$ cat config.mk
export PLATFORM = sky130hd
export DESIGN_NAME = msix_vec_ctrl
export DESIGN_NICKNAME = d
export VERILOG_FILES = /design/src/rtl/msix_pkg.sv /design/src/rtl/msix_table.sv /design/src/rtl/msix_vec_state.sv /design/src/rtl/msix_sender.sv /design/src/rtl/msix_vec_ctrl.sv
export SDC_FILE = /design/constraint.sdc
export NUM_CORES = 2
export LEC_CHECK = 0
export ABC_AREA = 1
export BUFFER_PORTS_ARGS = -buffer_cell sky130_fd_sc_hd__buf_2
export CAP_MARGIN = 5
export CELL_PAD_IN_SITES_DETAIL_PLACEMENT = 0
export CELL_PAD_IN_SITES_GLOBAL_PLACEMENT = 1
export CORE_MARGIN = 2
export CORE_UTILIZATION = 43
export CTS_CLUSTER_DIAMETER = 120
export DETAILED_ROUTE_END_ITERATION = 12
export PLACE_DENSITY_LB_ADDON = 0.2
export SETUP_SLACK_MARGIN = 0.3
export SLEW_MARGIN = 20
export SYNTH_ARGS = -nofsm -noshare
export SYNTH_HDL_FRONTEND = slang
export SYNTH_SLANG_ARGS = --single-unit
$ cat constraint.sdc
create_clock -name clk -period 5 [get_ports clk]
set_input_delay 0.25 -clock clk [delete_from_list [all_inputs] [get_ports clk]]
set_output_delay 0.25 -clock clk [all_outputs]
set_load 0.005 [all_outputs]
$ cat src/rtl/msix_pkg.sv
package msix_pkg;
    localparam int MAX_VEC = 32;
    localparam int VNUM_W  = 5;

    typedef enum logic [0:0] {
        SND_IDLE = 1'b0,
        SND_BUSY = 1'b1
    } snd_state_e;
endpackage

$ cat src/rtl/msix_table.sv
module msix_table #(
    parameter int NUM_VEC = 8,
    localparam int IW = (NUM_VEC > 1) ? $clog2(NUM_VEC) : 1
) (
    input  logic               clk,
    input  logic               rst_n,
    input  logic               wr_en,
    input  logic [11:0]        addr,
    input  logic [31:0]        wdata,
    output logic [31:0]        rdata,
    input  logic [NUM_VEC-1:0] pend,
    output logic [NUM_VEC-1:0] vmask,
    input  logic [IW-1:0]      sel_idx,
    output logic [63:0]        sel_addr,
    output logic [31:0]        sel_data
);
    logic [31:0] lo_q  [NUM_VEC];
    logic [31:0] hi_q  [NUM_VEC];
    logic [31:0] dat_q [NUM_VEC];
    logic [NUM_VEC-1:0] vm_q;

    logic          in_table;
    logic [IW-1:0] eidx;

    assign in_table = !addr[11] && (32'(addr[10:4]) < NUM_VEC);
    assign eidx     = addr[4 +: IW];

    always_ff @(posedge clk or negedge rst_n) begin
        if (!rst_n) begin
            for (int i = 0; i < NUM_VEC; i++) begin
                lo_q[i]  <= '0;
                hi_q[i]  <= '0;
                dat_q[i] <= '0;
            end
            vm_q <= '1;
        end else if (wr_en && in_table) begin
            unique case (addr[3:2])
                2'd0: lo_q[eidx]  <= wdata;
                2'd1: hi_q[eidx]  <= wdata;
                2'd2: dat_q[eidx] <= wdata;
                2'd3: vm_q[eidx]  <= wdata[0];
            endcase
        end
    end

    always_comb begin
        rdata = '0;
        if (in_table) begin
            unique case (addr[3:2])
                2'd0: rdata = lo_q[eidx];
                2'd1: rdata = hi_q[eidx];
                2'd2: rdata = dat_q[eidx];
                2'd3: rdata = {31'd0, vm_q[eidx]};
            endcase
        end else if (addr[11] && addr[10:2] == '0) begin
            rdata = 32'(pend);
        end
    end

    assign vmask    = vm_q;
    assign sel_addr = {hi_q[sel_idx], lo_q[sel_idx]};
    assign sel_data = dat_q[sel_idx];
endmodule

$ cat src/rtl/msix_vec_state.sv
module msix_vec_state #(
    parameter int NUM_VEC = 8,
    parameter int CNT_W   = 4,
    localparam int IW = (NUM_VEC > 1) ? $clog2(NUM_VEC) : 1
) (
    input  logic               clk,
    input  logic               rst_n,
    input  logic               req,
    input  logic [4:0]         req_vec,
    input  logic               use_inc,
    input  logic               use_dec,
    input  logic [4:0]         use_vec,
    input  logic [NUM_VEC-1:0] vmasked,
    input  logic               issue,
    input  logic [IW-1:0]      issue_idx,
    output logic [NUM_VEC-1:0] pend,
    output logic [NUM_VEC-1:0] queued,
    output logic [NUM_VEC-1:0] unused
);
    localparam logic [CNT_W-1:0] CNT_MAX = '1;

    for (genvar v = 0; v < NUM_VEC; v++) begin : g_vec
        localparam logic [4:0] VID = 5'(v);

        logic [CNT_W-1:0] cnt_q, cnt_n;
        logic             p_q, p_n, q_q, q_n, mq_q;
        logic             hit, inc, dec;

        assign hit = req && (req_vec == VID) && (cnt_q != '0);
        assign inc = use_inc && !use_dec && (use_vec == VID);
        assign dec = use_dec && !use_inc && (use_vec == VID);

        always_comb begin
            cnt_n = cnt_q;
            if (inc && cnt_q != CNT_MAX) cnt_n = cnt_q + 1'b1;
            if (dec && cnt_q != '0)      cnt_n = cnt_q - 1'b1;
            p_n = p_q;
            q_n = q_q;
            if (mq_q && !vmasked[v] && p_q) begin
                p_n = 1'b0;
                q_n = 1'b1;
            end
            if (issue && issue_idx == IW'(v)) q_n = 1'b0;
            if (vmasked[v] && q_n) begin
                q_n = 1'b0;
                p_n = 1'b1;
            end
            if (hit) begin
                if (vmasked[v]) p_n = 1'b1;
                else            q_n = 1'b1;
            end
            if (dec && cnt_q == CNT_W'(1)) begin
                p_n = 1'b0;
                q_n = 1'b0;
            end
        end

        always_ff @(posedge clk or negedge rst_n) begin
            if (!rst_n) begin
                cnt_q <= '0;
                p_q   <= 1'b0;
                q_q   <= 1'b0;
                mq_q  <= 1'b1;
            end else begin
                cnt_q <= cnt_n;
                p_q   <= p_n;
                q_q   <= q_n;
                mq_q  <= vmasked[v];
            end
        end

        assign pend[v]   = p_q;
        assign queued[v] = q_q;
        assign unused[v] = (cnt_q == '0);
    end
endmodule

$ cat src/rtl/msix_sender.sv
module msix_sender
    import msix_pkg::*;
#(
    parameter int NUM_VEC = 8,
    localparam int IW = (NUM_VEC > 1) ? $clog2(NUM_VEC) : 1
) (
    input  logic               clk,
    input  logic               rst_n,
    input  logic [NUM_VEC-1:0] ready,
    input  logic [63:0]        sel_addr,
    input  logic [31:0]        sel_data,
    input  logic               msg_ack,
    output logic [IW-1:0]      pick_idx,
    output logic               issue,
    output logic               msg_req,
    output logic [63:0]        msg_addr,
    output logic [31:0]        msg_data
);
    snd_state_e state_q, state_n;
    logic       any;
    logic [63:0] addr_q;
    logic [31:0] data_q;

    always_comb begin
        pick_idx = '0;
        for (int i = NUM_VEC - 1; i >= 0; i--) begin
            if (ready[i]) pick_idx = IW'(i);
        end
    end
    assign any = |ready;

    always_comb begin
        state_n = state_q;
        issue   = 1'b0;
        unique case (state_q)
            SND_IDLE: begin
                if (any) begin
                    issue   = 1'b1;
                    state_n = SND_BUSY;
                end
            end
            SND_BUSY: begin
                if (msg_ack) begin
                    issue   = any;
                    state_n = any ? SND_BUSY : SND_IDLE;
                end
            end
        endcase
    end

    always_ff @(posedge clk or negedge rst_n) begin
        if (!rst_n) state_q <= SND_IDLE;
        else        state_q <= state_n;
    end

    always_ff @(posedge clk or negedge rst_n) begin
        if (!rst_n) begin
            addr_q <= '0;
            data_q <= '0;
        end else if (issue) begin
            addr_q <= sel_addr;
            data_q <= sel_data;
        end
    end

    assign msg_req  = (state_q == SND_BUSY);
    assign msg_addr = addr_q;
    assign msg_data = data_q;
endmodule

$ cat src/rtl/msix_vec_ctrl.sv
module msix_vec_ctrl #(
    parameter int NUM_VEC = 8,
    parameter int CNT_W   = 4
) (
    input  logic        clk,
    input  logic        rst_n,
    input  logic        reg_we,
    input  logic [11:0] reg_addr,
    input  logic [31:0] reg_wdata,
    output logic [31:0] reg_rdata,
    input  logic        ctl_we,
    input  logic        ctl_enable_in,
    input  logic        ctl_maskall_in,
    output logic        ctl_enable,
    output logic        ctl_maskall,
    input  logic        int_req,
    input  logic [4:0]  int_vec,
    input  logic        use_inc,
    input  logic        use_dec,
    input  logic [4:0]  use_vec,
    output logic        msg_req,
    output logic [63:0] msg_addr,
    output logic [31:0] msg_data,
    input  logic        msg_ack
);
    localparam int IW = (NUM_VEC > 1) ? $clog2(NUM_VEC) : 1;

    logic               en_q, ma_q, fmask;
    logic [NUM_VEC-1:0] vmask, vmasked, pend_bits, queued_bits, unused_bits, ready;
    logic [IW-1:0]      pick_idx;
    logic               issue;
    logic [63:0]        sel_addr;
    logic [31:0]        sel_data;

    always_ff @(posedge clk or negedge rst_n) begin
        if (!rst_n) begin
            en_q <= 1'b0;
            ma_q <= 1'b0;
        end else if (ctl_we) begin
            en_q <= ctl_enable_in;
            ma_q <= ctl_maskall_in;
        end
    end

    assign ctl_enable  = en_q;
    assign ctl_maskall = ma_q;
    assign fmask       = !en_q || ma_q;
    assign vmasked     = vmask | {NUM_VEC{fmask}};
    assign ready       = queued_bits & ~vmasked;

    msix_table #(.NUM_VEC(NUM_VEC)) u_table (
        .clk(clk), .rst_n(rst_n), .wr_en(reg_we), .addr(reg_addr),
        .wdata(reg_wdata), .rdata(reg_rdata), .pend(pend_bits),
        .vmask(vmask), .sel_idx(pick_idx), .sel_addr(sel_addr),
        .sel_data(sel_data)
    );

    msix_vec_state #(.NUM_VEC(NUM_VEC), .CNT_W(CNT_W)) u_state (
        .clk(clk), .rst_n(rst_n), .req(int_req), .req_vec(int_vec),
        .use_inc(use_inc), .use_dec(use_dec), .use_vec(use_vec),
        .vmasked(vmasked), .issue(issue), .issue_idx(pick_idx),
        .pend(pend_bits), .queued(queued_bits), .unused(unused_bits)
    );

    msix_sender #(.NUM_VEC(NUM_VEC)) u_sender (
        .clk(clk), .rst_n(rst_n), .ready(ready), .sel_addr(sel_addr),
        .sel_data(sel_data), .msg_ack(msg_ack), .pick_idx(pick_idx),
        .issue(issue), .msg_req(msg_req), .msg_addr(msg_addr),
        .msg_data(msg_data)
    );
endmodule

==> flow_metrics.env <==
export IMPL_synth_xor_xnor_area_share=0.00582
export IMPL_cts_root_to_sink_buffers=3
export IMPL_fp_coreArea_sq_um=111000
export IMPL_r2r_cell_count=15
export IMPL_critical_path_peak_fanout=34
export IMPL_worst_path_setup_slack_after_routing_ps=1180
export IMPL_top_level_ports=195
export IMPL_grt_most_used_layer="met2"
export IMPL_synth_seq_cells=931
export IMPL_power_density_nw_per_um2=345
export IMPL_async_reset_ff_frac=1.00
export IMPL_cts_sinks=931
export IMPL_clock_skew_final_ps=27.6
export IMPL_grt_start_max_net_pins=144
export IMPL_grt_total_usage=0.343
export IMPL_drive_gt1_frac=0.0927
export IMPL_power_leakage_nw=25.7
export IMPL_place_area_sq_um=50600
export IMPL_synth_sequential_area_ratio=0.484
export IMPL_maxClockFrequency_mhz=262
export IMPL_synth_adder_area_share=0.00624
export IMPL_synth_top_family_by_area="simple AND/OR/NAND/NOR gates"
export IMPL_fin_max_slew_vios=0
export IMPL_setup_fix_buffers_added_after_clock_tree_synthesis=0
export IMPL_status="finished, final reports clean"
export IMPL_most_frequent_cell_after_synthesis="nand2_1"
export IMPL_combined_area_of_the_multi_input_logic_cells_sq_um=21800
export IMPL_cts_tree="built"
export IMPL_fin_cells=8055
export IMPL_yosysWarnings=0
export IMPL_design_die_area_sq_um=115000
export IMPL_finalCriticalPeriod_ps=3820
export IMPL_drt_pass1_iter_count=6
export IMPL_setup_tns_ps=0
export IMPL_worstPathArrival_ps=3570
export IMPL_origin_of_the_worst_min_delay_path="int_vec[3]"
export IMPL_worstSetupEndpoint="reg_rdata[20]"
export IMPL_worstHoldPathCells=5
export IMPL_post_dp_hpwl_um=115000
export IMPL_timing_final_setup_violations=0
export IMPL_cap_violations=0
export IMPL_ctsHtreeMaxLevel=3
export IMPL_finalPower_mw=18.9
export IMPL_drc=0
export IMPL_first_global_vias=44000
export IMPL_globalRoute_totalOverflow=0
export IMPL_die_y_um=339
export IMPL_flow_area_growth_from_synthesis_pct=13.5
export IMPL_antenna_found_initial=6
export IMPL_report_final_hold_viol_count=0
export IMPL_worstReg2RegEnd="u_sender.msg_addr[1]$_DFFE_PN0P_"
export IMPL_post_synth_mux_area_share=0
export IMPL_drt_antenna_violating_nets=0
export IMPL_rsz0062_at_grt="no"
export IMPL_ctsRootBufferMaster="clkbuf_16"
export IMPL_synthesis_instances=6520
export IMPL_placementRows=122
export IMPL_insertion_delay_ps=710
export IMPL_first_pass_grt_wire_length_um=296000
export IMPL_timing_setup_critical_path_class="input pin to primary output"
export IMPL_final_seq_area_sq_um=23300
export IMPL_post_synth_num_cell_types=50
export IMPL_end_kind="primary output"
export IMPL_final_routed_wirelength_um=200000
export IMPL_dr_total_vias=46800
export IMPL_ctsHoldBuffers=15
export IMPL_syn_area_per_cell_sq_um=7.38
export IMPL_gr_usage_met2=0.523
export IMPL_synth_edf_count=0
export IMPL_reg2reg_slack_ps=1420
export IMPL_ys_dominant_reg_cell="dfrtp_1"
export IMPL_met3_usage=0.0709
export IMPL_design_final_nets=6563
export IMPL_detail_route_vias_per_cell=5.81
export IMPL_yosys_area_top_type="dfrtp_1"
export IMPL_fill_cells=11100
export IMPL_avgRoutedWirePerCell_um=24.8
export IMPL_dpl_cell_count=7839
export IMPL_worst_setup_hold_path_clk_slew_ps=60
export IMPL_synth_compound_area_frac=0.140
export IMPL_tightest_slew_ps=1190
export IMPL_worst_setup_path_start_kind="input pin"
export IMPL_die_w_um=339
export IMPL_io_buffer_count=192
export IMPL_cts_repair_resized=0
export IMPL_post_synth_main_area_contributors="dfrtp_1 48%, nand2_1 18%, o21ai_0 9.0%"
export IMPL_gp_weighted_congestion=0.892
export IMPL_dr_first_iter_drc_count=6002
export IMPL_final_instance_area_sq_um=54600
export IMPL_dpl_worst_slack_ps=1360
export IMPL_yosys_area_share_simple=0.298
export IMPL_synth_top_cells_by_count="2355 x nand2_1, 915 x dfrtp_1, 862 x o21ai_0"
export IMPL_floorplan_initialDensity=0.434
export IMPL_combined_area_of_all_synthesized_cells_sq_um=48100
export IMPL_synth_net_count=6608
export IMPL_vdd_ir_drop_max_v=0.000300
export IMPL_hold_worst_slack_ps=39.1
export IMPL_portion_of_synthesized_cell_area_occupied_by_the_leading_cell_type=0.476
export IMPL_antenna_cells_inserted=0
export IMPL_final_period_utilization=0.764
export IMPL_final_core_utilization=0.493
export IMPL_r2r_startpoint="ctl_maskall$_DFFE_PN0P_"
export IMPL_grt_use_met1=0.471
export IMPL_relSlewSlack=0.205
export IMPL_holdCritPathClass="input pin to flop"
export IMPL_crit_required_ps=4750
export IMPL_source_of_the_critical_timing_path="reg_addr[4]"
export IMPL_number_of_cts_inserted_buffers=107
## layer usage
metal,vias up,share of wire
met5,-,0.000065
met4,2,0.048
met2,2421,0.44
li1,21300,-
met3,406,0.099
met1,22700,0.42
## cells by family after synthesis
kind of cell | Yosys count
AO/OA/AOI/OAI | 1185
XOR/XNOR | 32
adder cells (fa/ha/maj) | 24
buffers and inverters | 827
flip-flops | 931
AND/OR/NAND/NOR | 3521
## worst min path at each step
stage,end
floorplan,ctl_enable$_DFFE_PN0P_
global placement,u_sender.msg_addr[54]$_DFFE_PN0P_
detailed placement,u_sender.msg_addr[54]$_DFFE_PN0P_
CTS,u_state.g_vec[4].p_q$_DFF_PN0_
global route,u_state.g_vec[4].p_q$_DFF_PN0_
finish,u_state.g_vec[4].p_q$_DFF_PN0_
## cell usage in the layout (no fill, tap or decap), drive strengths merged, types with 39 or more instances in the layout
cell / synthesis / routed
a221oi: 75 / 75
nor2: 485 / 485
clkbuf: 392 / 155
inv: 326 / 320
buf: 105 / 328
dfrtp: 915 / 915
o21ai: 864 / 864
nand2: 2359 / 2359
o22ai: 80 / 80
nand4: 147 / 147
nand3: 463 / 463
a21oi: 39 / 39
## final cells by class
cell class              count  area share
repair buffers            343      0.0458
multi-input cells        4762       0.399
clock inverters            46      0.0115
inverters                 330      0.0230
flip-flops and latches    931       0.427
clock buffers             155      0.0599
well taps                1488      0.0341
## registers in the layout, summed over array words and instances, names as in the netlist
signal	flops
ctl_maskall	1
u_table.dat_q	256
u_state.g_vec.p_q	8
u_state.g_vec.cnt_q	32
u_sender.msg_addr	64
u_state.g_vec.q_q	8
u_sender.msg_req	1
u_table.vmask	8
u_table.hi_q	256
u_state.g_vec.mq_q	8
u_sender.msg_data	32
ctl_enable	1
u_table.lo_q	256
## where the power goes
group          switching (mW)  internal (mW)
sequential              0.278           7.86
combinational            1.44          0.565
clock                    3.42           5.30
## worst max-delay path, stage by stage
cell     delay [ps]
buf_2           160
inv_1           150
nand3_2         450
inv_2           750
buf_12          360
nand2_1          90
nand4_1         280
nand2_1         360
nor3_1          440
buf_2           200
Power figures use the tool's default switching activity.
